**src/rtl/wdg_pkg.sv**
```systemverilog
package wdg_pkg;

    // Which clock advances the count chain (a build option)
    typedef enum logic {
        SRC_INSTR = 1'b0,   // system clock divided by IC_DIV
        SRC_OSC   = 1'b1    // dedicated slow oscillator tick
    } wdg_src_e;

    localparam int unsigned DIV_BITS_DEF = 8;   // fixed 256-step stage
    localparam int unsigned PRE_BITS_DEF = 7;   // programmable prescaler
    localparam int unsigned SEL_BITS_DEF = 3;   // ratio select width
    localparam int unsigned REG_W_DEF    = 8;   // config register width
    localparam int unsigned IC_DIV_DEF   = 4;   // instruction clock ratio

    // Timeout event handed from the count chain to the status logic
    typedef struct packed {
        logic fire;   // one-cycle timeout
        logic warm;   // timeout occurred while halted
    } wdg_expiry_t;

    // Number of low count bits that must be all ones for a timeout
    function automatic int unsigned tap_width(input int unsigned div_bits,
                                              input int unsigned pre_bits,
                                              input int unsigned sel);
        return div_bits + ((sel > pre_bits) ? pre_bits : sel);
    endfunction

endpackage

```
**src/rtl/wdg_tick_gen.sv**
```systemverilog
module wdg_tick_gen #(
    parameter wdg_pkg::wdg_src_e CLK_SEL = wdg_pkg::SRC_OSC,
    parameter int unsigned       IC_DIV  = wdg_pkg::IC_DIV_DEF
) (
    input  logic clk,
    input  logic rst,
    input  logic osc_tick,
    output logic adv
);
    localparam int unsigned PW = (IC_DIV > 1) ? $clog2(IC_DIV) : 1;

    generate
        if (CLK_SEL == wdg_pkg::SRC_OSC) begin : g_osc
            // two-stage synchroniser plus one stage for edge detection
            logic [2:0] sync_q;
            always_ff @(posedge clk) begin
                if (rst) sync_q <= '0;
                else     sync_q <= {sync_q[1:0], osc_tick};
            end
            assign adv = sync_q[1] & ~sync_q[2];
        end else begin : g_instr
            logic [PW-1:0] phase_q;
            logic          unused_tick;
            assign unused_tick = osc_tick;
            always_ff @(posedge clk) begin
                if (rst)                                 phase_q <= '0;
                else if (phase_q == PW'(IC_DIV - 1))     phase_q <= '0;
                else                                     phase_q <= phase_q + PW'(1);
            end
            assign adv = (phase_q == PW'(IC_DIV - 1));
        end
    endgenerate


    adv_single_chk: assert property (@(posedge clk) disable iff (rst)
        adv |=> !adv);

endmodule

```
**src/rtl/wdg_chain.sv**
```systemverilog
module wdg_chain #(
    parameter int unsigned DIV_BITS = wdg_pkg::DIV_BITS_DEF,
    parameter int unsigned PRE_BITS = wdg_pkg::PRE_BITS_DEF,
    parameter int unsigned SEL_BITS = wdg_pkg::SEL_BITS_DEF
) (
    input  logic                    clk,
    input  logic                    rst,
    input  logic                    clear,
    input  logic                    adv,
    input  logic                    halted,
    input  logic [SEL_BITS-1:0]     sel,
    output wdg_pkg::wdg_expiry_t    evt
);
    localparam int unsigned CW = DIV_BITS + PRE_BITS;

    logic [CW-1:0] cnt_q;
    logic [CW-1:0] keep_mask;
    logic          at_end;
    logic          hit;

    // bits below the selected tap must all be ones at the terminal count
    always_comb begin
        keep_mask = ~({CW{1'b1}} << wdg_pkg::tap_width(DIV_BITS, PRE_BITS, 32'(sel)));
        at_end    = &(cnt_q | ~keep_mask);
        hit       = adv & at_end;
    end

    always_ff @(posedge clk) begin
        if (rst || clear || hit) cnt_q <= '0;
        else if (adv)            cnt_q <= cnt_q + CW'(1);
    end

    always_ff @(posedge clk) begin
        if (rst) begin
            evt <= '0;
        end else begin
            evt.fire <= hit & ~clear;
            evt.warm <= hit & ~clear & halted;
        end
    end


    fire_single_chk: assert property (@(posedge clk) disable iff (rst)
        evt.fire |=> !evt.fire);


    warm_with_fire_chk: assert property (@(posedge clk) disable iff (rst)
        evt.warm |-> evt.fire);


    clear_quiet_chk: assert property (@(posedge clk) disable iff (rst)
        clear |=> !evt.fire);

endmodule

```
**src/rtl/wdg_status.sv**
```systemverilog
module wdg_status #(
    parameter int unsigned REG_W    = wdg_pkg::REG_W_DEF,
    parameter int unsigned SEL_BITS = wdg_pkg::SEL_BITS_DEF
) (
    input  logic                    clk,
    input  logic                    rst,
    input  logic                    ext_rst,
    input  logic                    halt_enter,
    input  logic                    clr,
    input  logic                    wr_en,
    input  logic [REG_W-1:0]        wr_data,
    input  wdg_pkg::wdg_expiry_t    evt,
    output logic [SEL_BITS-1:0]     sel,
    output logic                    to_q,
    output logic                    pd_q
);
    localparam logic [SEL_BITS-1:0] SEL_MAX = '1;

    logic unused_hi;
    assign unused_hi = ^wr_data[REG_W-1:SEL_BITS];

    // ratio select: back to maximum on every reset except a warm one
    always_ff @(posedge clk) begin
        if (rst || ext_rst || (evt.fire && !evt.warm)) sel <= SEL_MAX;
        else if (wr_en)                                sel <= wr_data[SEL_BITS-1:0];
    end

    // reset-cause flags; no register write reaches them
    always_ff @(posedge clk) begin
        if (rst) begin
            to_q <= 1'b0;
            pd_q <= 1'b0;
        end else if (evt.fire) begin
            to_q <= 1'b1;
            if (evt.warm) pd_q <= 1'b1;
        end else if (halt_enter) begin
            to_q <= 1'b0;
            pd_q <= 1'b1;
        end else if (clr) begin
            to_q <= 1'b0;
            pd_q <= 1'b0;
        end
    end


    warm_flags_chk: assert property (@(posedge clk) disable iff (rst)
        evt.fire && evt.warm |=> to_q && pd_q);


    cold_ratio_chk: assert property (@(posedge clk) disable iff (rst)
        evt.fire && !evt.warm |=> (sel == SEL_MAX) && to_q);


    halt_flags_chk: assert property (@(posedge clk) disable iff (rst)
        halt_enter && !evt.fire |=> pd_q && !to_q);


    ext_keep_chk: assert property (@(posedge clk) disable iff (rst)
        ext_rst && !evt.fire && !halt_enter && !clr |=> $stable(to_q) && $stable(pd_q));

endmodule

```
**src/rtl/watchdog_guard.sv**
```systemverilog
module watchdog_guard #(
    parameter wdg_pkg::wdg_src_e CLK_SEL  = wdg_pkg::SRC_OSC,
    parameter bit                WDT_ON   = 1'b1,
    parameter int unsigned       DIV_BITS = wdg_pkg::DIV_BITS_DEF,
    parameter int unsigned       PRE_BITS = wdg_pkg::PRE_BITS_DEF,
    parameter int unsigned       SEL_BITS = wdg_pkg::SEL_BITS_DEF,
    parameter int unsigned       REG_W    = wdg_pkg::REG_W_DEF,
    parameter int unsigned       IC_DIV   = wdg_pkg::IC_DIV_DEF
) (
    input  logic             clk,
    input  logic             rst,
    input  logic             ext_rst,
    input  logic             osc_tick,
    input  logic             halt_mode,
    input  logic             clr_cmd,
    input  logic             cfg_we,
    input  logic [REG_W-1:0] cfg_wdata,
    output logic [REG_W-1:0] cfg_rdata,
    output logic             to_flag,
    output logic             pd_flag,
    output logic             expire,
    output logic             expire_warm
);
    logic                  adv_raw;
    logic                  adv_g;
    logic                  clr_g;
    logic                  halt_prev;
    logic                  halt_enter;
    logic                  chain_clear;
    logic [SEL_BITS-1:0]   sel;
    wdg_pkg::wdg_expiry_t  evt;

    always_ff @(posedge clk) begin
        if (rst) halt_prev <= 1'b0;
        else     halt_prev <= halt_mode;
    end
    assign halt_enter = halt_mode & ~halt_prev;

    wdg_tick_gen #(.CLK_SEL(CLK_SEL), .IC_DIV(IC_DIV)) u_tick (
        .clk(clk), .rst(rst), .osc_tick(osc_tick), .adv(adv_raw)
    );

    generate
        if (WDT_ON) begin : g_on
            assign adv_g = adv_raw;
            assign clr_g = clr_cmd;
        end else begin : g_off
            logic unused_off;
            assign unused_off = adv_raw ^ clr_cmd;
            assign adv_g      = 1'b0;
            assign clr_g      = 1'b0;
        end
    endgenerate

    assign chain_clear = ext_rst | clr_g | halt_enter;

    wdg_chain #(.DIV_BITS(DIV_BITS), .PRE_BITS(PRE_BITS), .SEL_BITS(SEL_BITS)) u_chain (
        .clk(clk), .rst(rst), .clear(chain_clear), .adv(adv_g),
        .halted(halt_mode), .sel(sel), .evt(evt)
    );

    wdg_status #(.REG_W(REG_W), .SEL_BITS(SEL_BITS)) u_status (
        .clk(clk), .rst(rst), .ext_rst(ext_rst), .halt_enter(halt_enter),
        .clr(clr_g), .wr_en(cfg_we), .wr_data(cfg_wdata), .evt(evt),
        .sel(sel), .to_q(to_flag), .pd_q(pd_flag)
    );

    assign cfg_rdata   = {{(REG_W-SEL_BITS){1'b0}}, sel};
    assign expire      = evt.fire;
    assign expire_warm = evt.warm;

endmodule

```
**config.mk**
```make
export PLATFORM = sky130hd
export DESIGN_NAME = watchdog_guard
export DESIGN_NICKNAME = d
export VERILOG_FILES = /design/src/rtl/wdg_pkg.sv /design/src/rtl/wdg_tick_gen.sv /design/src/rtl/wdg_chain.sv /design/src/rtl/wdg_status.sv /design/src/rtl/watchdog_guard.sv
export SDC_FILE = /design/constraint.sdc
export NUM_CORES = 1
export LEC_CHECK = 0
export BUFFER_PORTS_ARGS = -buffer_cell sky130_fd_sc_hd__buf_2
export CELL_PAD_IN_SITES_DETAIL_PLACEMENT = 1
export CELL_PAD_IN_SITES_GLOBAL_PLACEMENT = 1
export CORE_UTILIZATION = 43
export CTS_CLUSTER_DIAMETER = 120
export DETAILED_ROUTE_END_ITERATION = 7
export PLACE_DENSITY = 0.79
export SYNTH_ARGS = -nofsm -noshare
export SYNTH_HDL_FRONTEND = slang
export SYNTH_SLANG_ARGS = --single-unit
```
**constraint.sdc**
```tcl
create_clock -name clk -period 4.02 [get_ports clk]
set_input_delay 0 -clock clk [delete_from_list [all_inputs] [get_ports clk]]
set_output_delay 0 -clock clk [all_outputs]
set_load 0.01 [all_outputs]
```
Yosys cells after proc, flatten, opt, wreduce, memory -nomap -nowiden
Index checks and enable logic that the tools add are counted.
{ "word_totals": {"regBits": 26, "output_inout_bits": 12} }
{ "op_classes": {"n_addsub": 2, "n_eq_ne": 1, "shift": 1, "mux": 6, "n_bitwise": 13, "n_reduce_logical": 9} }
{ "ops": {"columns": ["cell", "count"], "rows": [
  ["left shift 15 x 32 -> 15 bit, first input constant", 1],
  ["inverter 15 bit", 2],
  ["adder 15 x 1 -> 15 bit, second input constant", 1],
  ["bitwise OR 15 bit", 1],
  ["AND reduction 15 bit", 1],
  ["two-way mux 1 bit", 6],
  ["adder 4 x 3 -> 5 bit, first input constant", 1],
  ["bitwise AND 1 bit", 5],
  ["logical OR 1 bit", 4],
  ["inverter 1 bit", 3],
  ["nonzero test 3 bit", 1],
  ["!= test 2 bit, second input constant", 1],
  ["bitwise OR 1 bit", 2],
  ["AND reduction 2 bit", 1],
  ["logical AND 1 bit", 1],
  ["zero test 1 bit", 1]
]} }

Depth between registers and ports, before layout
{ "logic_depth": {"depth_word": 9, "depth_mapped": 6} }

By module
From an unflattened synthesis, not the netlist that was laid out.
{ "unflattened": {"cells_unflattened": 127, "hier_area_um2": 1232.4} }
{ "by_module_without_submodules": {"columns": ["mod", "instances", "cells_each", "area_each_um2", "seq_area_each_um2"], "rows": [
  ["wdg_chain", 1, 90, 858.3, 340.3],
  ["wdg_status", 1, 20, 198.9, 100.1],
  ["watchdog_guard", 1, 10, 87.6, 20.0],
  ["wdg_tick_gen", 1, 7, 87.6, 60.1]
]} }

Least setup slack after synthesis
OpenSTA, ideal clock, no wires.
{ "synth_timing": {"kind": "register to register", "start": "register u_chain.cnt_q[0]", "end": "register u_chain.cnt_q[0]", "arrival_ns": 1.354, "setup_slack_ns": 2.528, "stages_incl_launch_ff": 7, "cell_sequence": "dfxtp_1 -> ha_1 -> nand2_1 -> nor3_1 -> and2_2 -> buf_6 -> a211oi_1"} }
{ "synth_via": {"elab_chain_len": 4, "elab_cells_between_ends": 5} }
{ "synth_lines": {"columns": ["element", "line_no", "rtl"], "rows": [
  ["start: declaration", "wdg_chain.sv:16", "logic [CW-1:0] cnt_q;"],
  ["start signal: assignment", "wdg_chain.sv:30", "else if (adv) cnt_q <= cnt_q + CW'(1);"],
  ["parallel branches: the longest is 4 deep, another holds adder 15 x 1 -> 15 bit", null, null]
]} }
Parallel ways; which one is timed is not known.
A chain may end at the register's enable or synchronous reset.

Worst setup path in the final report
{ "layout_timing": {"start": "register u_chain.cnt_q[8]", "end": "register u_chain.cnt_q[1]"} }
{ "layout_via": {"elab_chain_len": 4} }
{ "layout_lines": {"columns": ["element", "line_no", "rtl"], "rows": [
  ["bitwise OR 15 bit", "wdg_chain.sv:24", "at_end = &(cnt_q | ~keep_mask);"],
  ["AND reduction 15 bit", "wdg_chain.sv:24", null],
  ["bitwise AND 1 bit", "wdg_chain.sv:25", "hit = adv & at_end;"],
  ["logical OR 1 bit", "wdg_chain.sv:29", "if (rst || clear || hit) cnt_q <= '0;"]
]} }
Every way passes these cells.

==> flow_metrics.tcl <==
set metrics [dict create \
    die_h_um 56.1 \
    cts_buffer_depth 2 \
    place_ws_ns 2.03 \
    finalHoldViolCount 0 \
    start_kind "flop" \
    place_inst 171 \
    maxCapViolations 0 \
    rr_worst_depth 4 \
    min-delay-start "u_tick.g_osc.sync_q[0]$_SDFF_PP0_" \
    cts_buffers 3 \
    r2r_start "u_chain.cnt_q[8]$_SDFFE_PP0P_" \
    cts_max_level 1 \
    diodes 0 \
    first_iter_violations 14 \
    final_cells 188 \
    routed_via_density 5.41 \
    cts-resized-gates 0 \
    dp_hpwl_um 1950 \
    timing.final.ws_setup_ns 1.93 \
    syn_avg_cell_area_um2 9.83 \
    path_class "flop to flop" \
    track_usage 0.211 \
    r2r-end "u_chain.cnt_q[1]$_SDFFE_PP0P_" \
    dieWidth_um 56.1 \
    status "complete, no violations" \
    hold_ws_ns 0.468 \
    die_area_mm2 0.00315 \
    io_buffers 16 \
    final_area_mm2 0.00152 \
    endpoint_kind "flop" \
    ys.flop_type "dfxtp_1" \
    fin_skew_ns 0.00320 \
    synth.area.top_cells "dfxtp_1, xnor2_1, nor4_2, a211oi_1, a211oi_2" \
    r2r_slack_ns 1.93 \
    grt_pass1_vias 1080 \
    synth-seq-cells 26 \
    drive_above_1_share 0.210 \
    cts_hold_buf 13 \
    cts_root_buffer "clkbuf_4" \
    path_clk_slew_ns 0.14 \
    tightest_slew_ns 1.07 \
    whs_path_depth 1 \
    synth.distinct_cells 33 \
    start_util 0.456 \
    synthArstFlopShare 0 \
    drt_first_pass_iters 4 \
    drv_slew 0 \
    clk_latency_ns 0.32 \
    grt_overflow 0 \
    setup_viol 0 \
    synth_top_cells_by_count "dfxtp_1, xnor2_1, nand2_1" \
    slew-limit-headroom 0.281 \
    worst-path-max-fanout 14 \
    yosys.area.top_type_share 0.414 \
    min_to "u_tick.g_osc.sync_q[1]$_SDFF_PP0_" \
    yosys_warnings 0 \
    synth_top_cell_by_area "dfxtp_1" \
    netlist_area_mm2 0.00126 \
    synthCells 128 \
    synthToLayoutAreaGrowth_pct 20.6 \
    ir_worst_vdd_mv 0.259 \
    min_path_type "flop to flop" \
    post_cts_buffers 0 \
    fillers 324 \
    grt_pass1_wl_um 5180 \
    cts_sinks 26 \
    core_mm2 0.00276 \
    crit_arrival_ns 2.24 \
    rsz0062_at_grt "false" \
    tns_ns 0 \
    placed_area_mm2 0.00134 \
    synth_edf_count 0 \
    antenna_found_initial 0 \
    period_share 0.520 \
    ios 27 \
    fin_crit_ns 2.09 \
    nets 174 \
    cts_tree "built" \
    fmax_ghz 0.478 \
    grt_max_degree 16 \
    ys_seq_area_frac 0.414 \
    drc 0 \
    rows 19 \
    place_congestion 0.714 \
    yosysMostFrequentCell "dfxtp_1" \
    cp.required_ns 4.17 \
    p_leak_nw 0.549 \
    routed_wl_um 3030 \
    wl_per_cell_um 16.1 \
    ant_nets 0 \
    routed-via-count 1018 \
    p_per_area_mw_per_mm2 315 \
]
-- flip-flops by register name (all words and copies together), names as in the netlist --
name / flops
u_status.pd_q: 1
u_chain.evt: 2
u_status.to_q: 1
u_chain.cnt_q: 15
u_tick.g_osc.sync_q: 3
halt_prev: 1
u_status.sel: 3
-- critical path: stages (launching register included) --
cell,delay [ns]
dfxtp_1,0.46
nand2_1,0.15
a22o_1,0.21
nor3_2,0.85
a211oi_1,0.24
-- worst max path at each step --
stage / start / endpoint / slack, ns / depth (start not counted)
after floorplan: u_chain.cnt_q[0]$_SDFFE_PP0P_ / u_chain.cnt_q[0]$_SDFFE_PP0P_ / 2.53 / 6
after global placement: u_chain.cnt_q[8]$_SDFFE_PP0P_ / u_chain.evt[0]$_SDFF_PP0_ / 2.13 / 4
after detailed placement: u_chain.cnt_q[8]$_SDFFE_PP0P_ / u_chain.evt[0]$_SDFF_PP0_ / 2.03 / 4
after CTS: u_chain.cnt_q[8]$_SDFFE_PP0P_ / u_chain.evt[0]$_SDFF_PP0_ / 2.00 / 4
after global routing: u_chain.cnt_q[8]$_SDFFE_PP0P_ / u_chain.cnt_q[1]$_SDFFE_PP0P_ / 1.84 / 4
final: u_chain.cnt_q[8]$_SDFFE_PP0P_ / u_chain.cnt_q[1]$_SDFFE_PP0P_ / 1.93 / 4
-- layer usage --
| layer | vias up | global-route usage | wire, um |
|---|---|---|---|
| met2 | 18 | 0.398 | 1660 |
| met4 | 0 | 0.0383 | 16 |
| met5 | - | 0 | 0 |
| li1 | 502 | - | - |
| met1 | 496 | 0.243 | 1290 |
| met3 | 2 | 0.0442 | 70 |
-- kinds of logic (layout without fill, tap and decap cells) --
kind of cell,Yosys count,after routing,synth area share
AO/OA/AOI/OAI,20,20,0.131
XOR/XNOR,14,14,0.0974
adder cells (fa/ha/maj),1,1,0.00994
buffers and inverters,11,36,0.0547
flip-flops,26,26,0.414
multiplexers,4,4,0.0318
other,1,5,0.00298
AND/OR/NAND/NOR,51,51,0.258
-- layout by cell type, fill, tap and decap left out, drive strengths merged, types with 2 or more instances in the layout --
cell type    count
nand3            4
nor3             5
xor2             2
conb             5
nor4             7
a211oi          13
dlygate4sd3     13
a21boi           2
inv              3
xnor2           12
nor2b            7
nor2             8
clkbuf           3
dfxtp           26
buf             16
nand2           11
nand4            3
a21oi            2
mux2i            4
-- area by class of cell --
type / count / area, um^2 / share of cell area
clock buffer: 3 / 22.5 / 0.0148
sequential: 26 / 520 / 0.343
inverter: 3 / 11.3 / 0.00742
timing repair buffer: 29 / 210 / 0.138
clock inverter: 1 / 30.0 / 0.0198
tap: 31 / 38.8 / 0.0256
multi-input combinational: 95 / 684 / 0.451
-- power by group --
part	total (mW)	leakage (nW)	internal [mW]	switching, mW
clock network	0.178	0.0279	0.101	0.0775
logic	0.0355	0.310	0.0190	0.0165
registers	0.264	0.211	0.261	0.00290
total	0.478	0.549	0.381	0.0969
-- through the flow --
step           power [mW]   util
2_1_floorplan       0.287      -
3_3_place_gp        0.292  0.484
3_5_place_dp        0.294  0.484
4_1_cts             0.480  0.550
5_1_grt             0.499  0.550
6_report            0.478  0.550
No activity file was read; power rests on OpenSTA's default activity.
